File: src/rtl/cons_pkg.sv
`timescale 1ns/1ps
package cons_pkg;
  typedef enum logic [2:0] {
    SEL_NONE,
    SEL_DATA,
    SEL_CMD,
    SEL_STAT,
    SEL_IGN
  } cons_sel_e;

  localparam logic [7:0] OFS_DATA  = 8'h08;
  localparam logic [7:0] OFS_DIVH  = 8'h09;
  localparam logic [7:0] OFS_CMD   = 8'h0B;
  localparam logic [7:0] OFS_MODEM = 8'h0C;
  localparam logic [7:0] OFS_STAT  = 8'h0D;

  localparam logic [7:0] CMD_PTR   = 8'h03;
  localparam logic [7:0] CMD_TXACK = 8'h28;

  localparam logic [7:0] STAT_BASE = 8'h04;
  localparam logic [7:0] VEC_TX    = 8'h10;
  localparam logic [7:0] VEC_RX    = 8'h20;
endpackage

File: src/rtl/cons_decode.sv
`timescale 1ns/1ps
module cons_decode
  import cons_pkg::*;
#(
  parameter int                 ADDR_W    = 12,
  parameter logic [ADDR_W-1:0]  ADDR_MASK = 'h0F
) (
  input  logic [ADDR_W-1:0] bus_addr,
  output cons_sel_e         sel
);
  logic [ADDR_W-1:0] offset;

  assign offset = bus_addr & ADDR_MASK;

  always_comb begin
    if (offset == ADDR_W'(OFS_DATA))                                     sel = SEL_DATA;
    else if (offset == ADDR_W'(OFS_CMD))                                 sel = SEL_CMD;
    else if (offset == ADDR_W'(OFS_STAT))                                sel = SEL_STAT;
    else if (offset == ADDR_W'(OFS_DIVH) || offset == ADDR_W'(OFS_MODEM)) sel = SEL_IGN;
    else                                                                 sel = SEL_NONE;
  end
endmodule

File: src/rtl/cons_rx_slot.sv
`timescale 1ns/1ps
module cons_rx_slot (
  input  logic       clk,
  input  logic       rst_n,
  input  logic       stat_rd,
  input  logic       data_rd,
  input  logic       rx_valid,
  input  logic [7:0] rx_data,
  output logic       rx_ready,
  output logic       full,
  output logic       rx_pending,
  output logic [7:0] hold_data,
  output logic       empty_rd_err
);
  logic       take;
  logic       full_d;
  logic [7:0] hold_d;
  logic       hold_en;

  assign rx_ready     = stat_rd & ~full;
  assign take         = rx_ready & rx_valid;
  assign rx_pending   = full | take;
  assign empty_rd_err = data_rd & ~full;
  assign hold_en      = take;

  always_comb begin
    full_d = full;
    if (take)    full_d = 1'b1;
    if (data_rd) full_d = 1'b0;
    hold_d = rx_data;
  end

  always_ff @(posedge clk or negedge rst_n) begin
    if (!rst_n) full <= 1'b0;
    else        full <= full_d;
  end

  always_ff @(posedge clk) begin
    if (hold_en) hold_data <= hold_d;
  end
endmodule

File: src/rtl/cons_int_ptr.sv
`timescale 1ns/1ps
module cons_int_ptr
  import cons_pkg::*;
(
  input  logic       clk,
  input  logic       rst_n,
  input  logic       cmd_wr,
  input  logic [7:0] cmd_byte,
  input  logic       stat_rd,
  input  logic       tx_set,
  output logic       ptr_armed,
  output logic       tx_int,
  output logic       ack_err
);
  logic [7:0] ptr_q, ptr_d;
  logic       ptr_en;
  logic       ack;
  logic       tx_int_d;

  assign ptr_armed = (ptr_q == CMD_PTR);
  assign ack       = cmd_wr & (cmd_byte == CMD_TXACK);
  assign ack_err   = ack & ~tx_int;
  assign ptr_en    = cmd_wr | (stat_rd & ptr_armed);

  always_comb begin
    ptr_d    = cmd_wr ? cmd_byte : 8'h00;
    tx_int_d = tx_set | (tx_int & ~ack);
  end

  always_ff @(posedge clk or negedge rst_n) begin
    if (!rst_n)      ptr_q <= 8'h00;
    else if (ptr_en) ptr_q <= ptr_d;
  end

  always_ff @(posedge clk or negedge rst_n) begin
    if (!rst_n) tx_int <= 1'b0;
    else        tx_int <= tx_int_d;
  end
endmodule

File: src/rtl/cons_tx_port.sv
`timescale 1ns/1ps
module cons_tx_port (
  input  logic       clk,
  input  logic       rst_n,
  input  logic       data_wr,
  input  logic [7:0] wbyte,
  input  logic       tx_ready,
  output logic       tx_valid,
  output logic [7:0] tx_data,
  output logic       busy_err
);
  logic busy;
  logic load;
  logic valid_d;

  assign busy     = tx_valid & ~tx_ready;
  assign load     = data_wr & ~busy;
  assign busy_err = data_wr & busy;

  always_comb begin
    if (load)          valid_d = 1'b1;
    else if (tx_ready) valid_d = 1'b0;
    else               valid_d = tx_valid;
  end

  always_ff @(posedge clk or negedge rst_n) begin
    if (!rst_n) tx_valid <= 1'b0;
    else        tx_valid <= valid_d;
  end

  always_ff @(posedge clk) begin
    if (load) tx_data <= wbyte;
  end
endmodule

File: src/rtl/console_regs.sv
`timescale 1ns/1ps
module console_regs
  import cons_pkg::*;
#(
  parameter int                ADDR_W    = 12,
  parameter int                DATA_W    = 64,
  parameter logic [ADDR_W-1:0] ADDR_MASK = 'h0F
) (
  input  logic              clk,
  input  logic              rst_n,
  input  logic              bus_en,
  input  logic              bus_we,
  input  logic [ADDR_W-1:0] bus_addr,
  input  logic [DATA_W-1:0] bus_wdata,
  output logic              bus_rvalid,
  output logic [DATA_W-1:0] bus_rdata,
  input  logic              rx_valid,
  input  logic [7:0]        rx_data,
  output logic              rx_ready,
  output logic              tx_valid,
  output logic [7:0]        tx_data,
  input  logic              tx_ready,
  input  logic              tx_irq_set,
  output logic              irq,
  output logic              err
);
  localparam int PAD_W = DATA_W - 8;

  cons_sel_e  sel;
  logic       rd, wr;
  logic       stat_rd, data_rd, cmd_wr, data_wr;
  logic       full, rx_pending, empty_rd_err;
  logic [7:0] hold_data;
  logic       ptr_armed, tx_int, ack_err, busy_err;
  logic [7:0] wbyte, rd_byte;
  logic       err_d;
  logic       wdata_unused;

  assign wbyte        = bus_wdata[7:0];
  assign wdata_unused = ^bus_wdata[DATA_W-1:8];
  assign rd           = bus_en & ~bus_we;
  assign wr           = bus_en & bus_we;
  assign stat_rd      = rd & (sel == SEL_STAT);
  assign data_rd      = rd & (sel == SEL_DATA);
  assign cmd_wr       = wr & (sel == SEL_CMD);
  assign data_wr      = wr & (sel == SEL_DATA);

  cons_decode #(.ADDR_W(ADDR_W), .ADDR_MASK(ADDR_MASK)) u_dec (
    .bus_addr (bus_addr),
    .sel      (sel)
  );

  cons_rx_slot u_rx (
    .clk          (clk),
    .rst_n        (rst_n),
    .stat_rd      (stat_rd),
    .data_rd      (data_rd),
    .rx_valid     (rx_valid),
    .rx_data      (rx_data),
    .rx_ready     (rx_ready),
    .full         (full),
    .rx_pending   (rx_pending),
    .hold_data    (hold_data),
    .empty_rd_err (empty_rd_err)
  );

  cons_int_ptr u_ip (
    .clk       (clk),
    .rst_n     (rst_n),
    .cmd_wr    (cmd_wr),
    .cmd_byte  (wbyte),
    .stat_rd   (stat_rd),
    .tx_set    (tx_irq_set),
    .ptr_armed (ptr_armed),
    .tx_int    (tx_int),
    .ack_err   (ack_err)
  );

  cons_tx_port u_tx (
    .clk      (clk),
    .rst_n    (rst_n),
    .data_wr  (data_wr),
    .wbyte    (wbyte),
    .tx_ready (tx_ready),
    .tx_valid (tx_valid),
    .tx_data  (tx_data),
    .busy_err (busy_err)
  );

  always_comb begin
    rd_byte = 8'h00;
    if (data_rd) begin
      rd_byte = full ? hold_data : 8'h00;
    end else if (stat_rd) begin
      if (ptr_armed) begin
        if (tx_int)          rd_byte = VEC_TX;
        else if (rx_pending) rd_byte = VEC_RX;
        else                 rd_byte = 8'h00;
      end else begin
        rd_byte = STAT_BASE | {7'b0, rx_pending};
      end
    end
    err_d = err | ack_err | empty_rd_err | busy_err;
  end

  always_ff @(posedge clk or negedge rst_n) begin
    if (!rst_n) begin
      bus_rvalid <= 1'b0;
      err        <= 1'b0;
    end else begin
      bus_rvalid <= rd;
      err        <= err_d;
    end
  end

  always_ff @(posedge clk) begin
    if (rd) bus_rdata <= {{PAD_W{1'b0}}, rd_byte};
  end

  assign irq = tx_int | full;
endmodule

File: config.mk
export PLATFORM = sky130hd
export DESIGN_NAME = console_regs
export DESIGN_NICKNAME = d
export VERILOG_FILES = /design/src/rtl/cons_pkg.sv /design/src/rtl/cons_decode.sv /design/src/rtl/cons_rx_slot.sv /design/src/rtl/cons_int_ptr.sv /design/src/rtl/cons_tx_port.sv /design/src/rtl/console_regs.sv
export SDC_FILE = /design/constraint.sdc
export NUM_CORES = 1
export LEC_CHECK = 0
export ABC_AREA = 1
export BUFFER_PORTS_ARGS = -buffer_cell sky130_fd_sc_hd__buf_2
export CORE_MARGIN = 10
export CORE_UTILIZATION = 42
export CTS_CLUSTER_DIAMETER = 30
export DETAILED_ROUTE_END_ITERATION = 7
export HOLD_SLACK_MARGIN = 0.02
export PLACE_DENSITY_LB_ADDON = 0.25
export SKIP_CTS_REPAIR_TIMING = 1
export SLEW_MARGIN = 20
export SYNTH_ARGS = -nofsm -noshare
export SYNTH_HDL_FRONTEND = slang
export SYNTH_HIERARCHICAL = 1
export SYNTH_SLANG_ARGS = --single-unit
export TNS_END_PERCENT = 1
File: constraint.sdc
create_clock -name clk -period 4 [get_ports clk]
set_input_delay 0.4 -clock clk [delete_from_list [all_inputs] [get_ports clk]]
set_output_delay 0.4 -clock clk [all_outputs]
set_load 0.05 [all_outputs]
After elaboration in Yosys (flattened, before gate mapping)
Index checks and enable logic that the tools add are counted.
{"block": "op_classes", "add_sub_neg": 0, "multipliers": 0, "div_mod_pow": 0, "magnitude_cmp": 0, "eq_ne": 10, "shifts": 0, "n_mux": 15, "n_bitwise": 29, "reduce_logical": 3}
{"operator": "$mux 8", "count": 5}
{"operator": "$eq 4x4->1 const B", "count": 5}
{"operator": "$and 1x1->1", "count": 16}
{"operator": "$mux 3", "count": 4}
{"operator": "$mux 6", "count": 2}
{"operator": "$eq 8x2->1 const B", "count": 1}
{"operator": "$eq 8x6->1 const B", "count": 1}
{"operator": "$or 1x1->1", "count": 7}
{"operator": "$eq 3x2->1 const B", "count": 2}
{"operator": "$not 1->1", "count": 6}
{"operator": "$mux 1", "count": 4}
{"operator": "$reduce_bool 2->1", "count": 2}
{"operator": "$eq 3x1->1 const B", "count": 1}
{"operator": "$logic_or 1x1->1", "count": 1}
{"block": "totals", "ff_bits": 37, "latch_bits": 0, "mem_bits_rw": 0, "rom_bits": 0, "input_bits": 91, "elab_cells": 66, "memories": 0}

Logic depth before layout (Yosys ltp)
{"block": "depth", "ltp_word": 16, "depth_mapped": 13}

Modules after synthesis
The synthesis kept the hierarchy.
{"mod": "console_regs", "n_inst": 1, "cells_per_inst": 120, "area_each_um2": 958.4, "seq_area_each_um2": 290.3}
{"mod": "cons_int_ptr", "n_inst": 1, "cells_per_inst": 58, "area_each_um2": 457.9, "seq_area_each_um2": 225.2}
{"mod": "cons_rx_slot", "n_inst": 1, "cells_per_inst": 18, "area_each_um2": 306.5, "seq_area_each_um2": 265.3}
{"mod": "cons_tx_port", "n_inst": 1, "cells_per_inst": 15, "area_each_um2": 294.0, "seq_area_each_um2": 265.3}
{"mod": "cons_decode", "n_inst": 1, "cells_per_inst": 17, "area_each_um2": 68.8, "seq_area_each_um2": 0.0}

Worst setup path before layout
No wires, ideal clock.
{"block": "synth_path", "path_kind": "input to output", "startpoint": "input bus_addr[3]", "endpoint": "output rx_ready", "arrival_ns": 1.719, "setup_slack_ns": 1.881, "stages": 8, "path_buffers": 0, "path_cell_list": "inv_1 > nor2_2 > nand2_1 > nand2_1 > nand3_2 > nor2_4 > inv_1 > nor2_1"}
{"item": "from (decl)", "line_no": "console_regs.sv:13", "source": "input logic [ADDR_W-1:0] bus_addr,"}
{"item": "$eq 4x4->1", "line_no": "cons_decode.sv:18", "source": "else if (offset == ADDR_W'(OFS_STAT)) sel = SEL_STAT;"}
{"item": "$mux 3", "line_no": "cons_decode.sv:18"}
{"item": "$mux 3", "line_no": "cons_decode.sv:17", "source": "else if (offset == ADDR_W'(OFS_CMD)) sel = SEL_CMD;"}
{"item": "$mux 3 (*)", "line_no": "cons_decode.sv:16", "source": "if (offset == ADDR_W'(OFS_DATA)) sel = SEL_DATA;"}
{"item": "named net sel[0]", "line_no": "console_regs.sv:29", "source": "cons_sel_e sel;"}
{"item": "$eq 3x2->1 (*)", "line_no": "console_regs.sv:43", "source": "assign stat_rd = rd & (sel == SEL_STAT);"}
{"item": "$and 1x1->1 (*)", "line_no": "console_regs.sv:43"}
{"item": "named net stat_rd", "line_no": "console_regs.sv:31", "source": "logic stat_rd, data_rd, cmd_wr, data_wr;"}
{"item": "$and 1x1->1 (*)", "line_no": "cons_rx_slot.sv:20", "source": "assign rx_ready = stat_rd & ~full;"}
{"item": "to (decl)", "line_no": "console_regs.sv:19", "source": "output logic rx_ready,"}
Mark *: on every way through the listed nets, which the timed path passes. The rest lies on a longest branch.

Worst setup path after layout
{"block": "layout_path", "startpoint": "input bus_addr[0]", "endpoint": "output rx_ready"}
Same word-level chain as after synthesis.

==> flow_summary.toml <==
[critical_path]
path_cells = "buf_2, nor2_1, nand2_1, nand2_1, nand3_2, nor2_4, inv_1, nor2_1, buf_2"
critPathCaptureType = "primary output"
critPathMaxFanout = 7
cp-start-kind = "primary input"
cp.arrival_ps = 1670
worstPathRequired_ps = 3600
path_class = "primary input to primary output"
slowest_delay_ps = 280
cp_slowest_cell = "buf_2"

[synthesis]
synth_most_common_cell = "buf_4"
yosys.area.top_type = "edfxtp_1"
ys.flop_type = "edfxtp_1"
synth_edf_count = 24
synth_warnings = 6
ys_ff_latch = 37
avgSynthCellArea_um2 = 9.15
synthArstFlopShare_pct = 35.1
seq_area_frac_synth_pct = 50.1
netlist_instances = 228
ys_types = 20
synth_commonest_cells = "buf_4, nand2_1, inv_1"
syn_area_mm2 = 0.00209
synth_area_leaders = "edfxtp_1, buf_4, dfrtp_1"
synth_top_area_share_pct = 34.6

[cells_and_area]
drive_above_1_share_pct = 28.3
finalNonFillerCells = 350
antenna_cells = 0
seq_area_mm2 = 0.00105
fillers = 485
area_delta_synth_final_pct = 9.90
multi_input_area_um2 = 687
nets = 373

[cts]
clk_path_buf_depth = 2
clock-sinks = 37
cts_buffers = 5
cts_tree = "done"
root_buffer = "clkbuf_8"
cts.htree.levels = 2
clk_latency_ps = 280
clk_pin_slew_worst_paths_ps = 70

[placed_design]
dp.cells = 341
port_buffers = 47
place_hpwl_mm = 3.45
place_congestion = 0.754
dpl_worst_slack_ps = 1800

[grt]
first_global_vias = 1489
antenna_found_initial = 0
met2_usage_pct = 17.8
grt_util_met3_pct = 2.91
groute.usage.overall_pct = 10.3
top_usage_layer = "met2"
overflow = 0
use_met1_pct = 11.4
grt_max_degree = 14
grt_pass1_wl_mm = 7.03

[worst_hold_path]
hold_class = "primary input to flip-flop"

[sta]
fin_worst_skew_ps = 5.58
final.period_utilization_pct = 51.7
hold_viol_final = 0
rsz0062_at_grt = "false"
fmax_ghz = 0.484
tightest_slew_ps = 796
finalSetupViolations = 0
slew_headroom_pct = 46.9
period_needed_ps = 2070
finalMaxSlewViolations = 0
fin_setup_tns_ps = 0
layout_setup_ws_ps = 1930

[routing]
vias = 1351
drt_wl_total_mm = 4.07
vias_per_cell = 3.86
ant_nets = 0
first_iter_violations = 35
wl_per_cell_um = 11.6
drc_errors = 0
first_pass_iters = 4

[run]
max-cap-violations = 0

[floorplan]
core_mm2 = 0.00475
ios = 168
fp-row-count = 25
die_y_um = 90.5
dieArea_mm2 = 0.00818
start_util_pct = 43.9
die_width_um = 90.5

[power]
vdd_drop_max_mv = 0.166
p_leak_uw = 0.00120
total_power_uw = 949
p_per_area_mw_per_mm2 = 414

[run_status]
outcome = "completed"
## kinds of logic after synthesis
kind of cell,share of synthesized area (%)
and+or+nand+nor,22.1
buffers and inverters,26.8
DFF,50.1
AOI/OAI and AO/OA,0.720
other,0.180
## metrics by stage
step           area [µm²]  hold WS [ps]  util (%)
5_1_grt              2290           267      48.2
2_1_floorplan        2290           104         -
4_1_cts              2280         -11.8      48.0
6_report             2290           286      48.2
3_5_place_dp         2190           300      46.1
3_3_place_gp         2190           305      46.1
## worst max-delay path: cells and delay by family
kind          cells  cell delay, ps
simple gates      6             770
buf+inv           3             480
## per-layer routing
layer	part of all wire (%)	routed length (µm)
met5	0	0
met4	1.9	78
met3	4.8	197
met2	51	2080
met1	42	1720
## power breakdown
part	leakage [µW]	switching (µW)	internal, µW	total, µW
logic	0.000766	198	39.1	237
clock network	0.0000486	126	136	262
registers	0.000383	14.4	436	450
## registers in the layout, summed over array words and instances (netlist names)
register        cells
u_ip/tx_int         1
u_rx/hold_data      8
u_rx/full           1
u_ip/ptr_q          8
bus_rdata           8
err                 1
u_tx/tx_valid       1
bus_rvalid          1
u_tx/tx_data        8
## area by class of cell
cell class | count | area share (%)
Clock buffer | 6 | 3.60
Clock inverter | 2 | 0.382
Inverter | 35 | 5.73
Multi-Input combinational cell | 154 | 30.0
Sequential cell | 37 | 45.6
Tap cell | 67 | 3.66
Timing Repair Buffer | 49 | 11.0
## worst paths after layout
kind,endpoint,slack (ps),start,cells past startpoint
worst min register to register,err$_DFF_PN0_,450,err$_DFF_PN0_,2
worst max-delay path,rx_ready,1930,bus_addr[0],9
worst min-delay path,u_rx/hold_data[1]$_DFFE_PP_,290,rx_data[1],1
worst max register to register,bus_rdata[5]$_DFFE_PP_,2370,u_ip/ptr_q[7]$_DFFE_PN0P_,7
min in group asynchronous,u_ip/ptr_q[0]$_DFFE_PN0P_,530,rst_n,2
max in group asynchronous,err$_DFF_PN0_,3250,rst_n,2
## placed cells by master, fill, tap and decap left out, drive strengths merged
cell,instances
conb,56
nand2,53
buf,48
inv,35
edfxtp,24
nor2,24
dfrtp,13
nand3,11
clkbuf,6
a21oi,3
nor3,3
nor4,2
clkinv,2
or2,1
dlygate4sd3,1
nand4,1
Power figures use the tool's default switching activity.
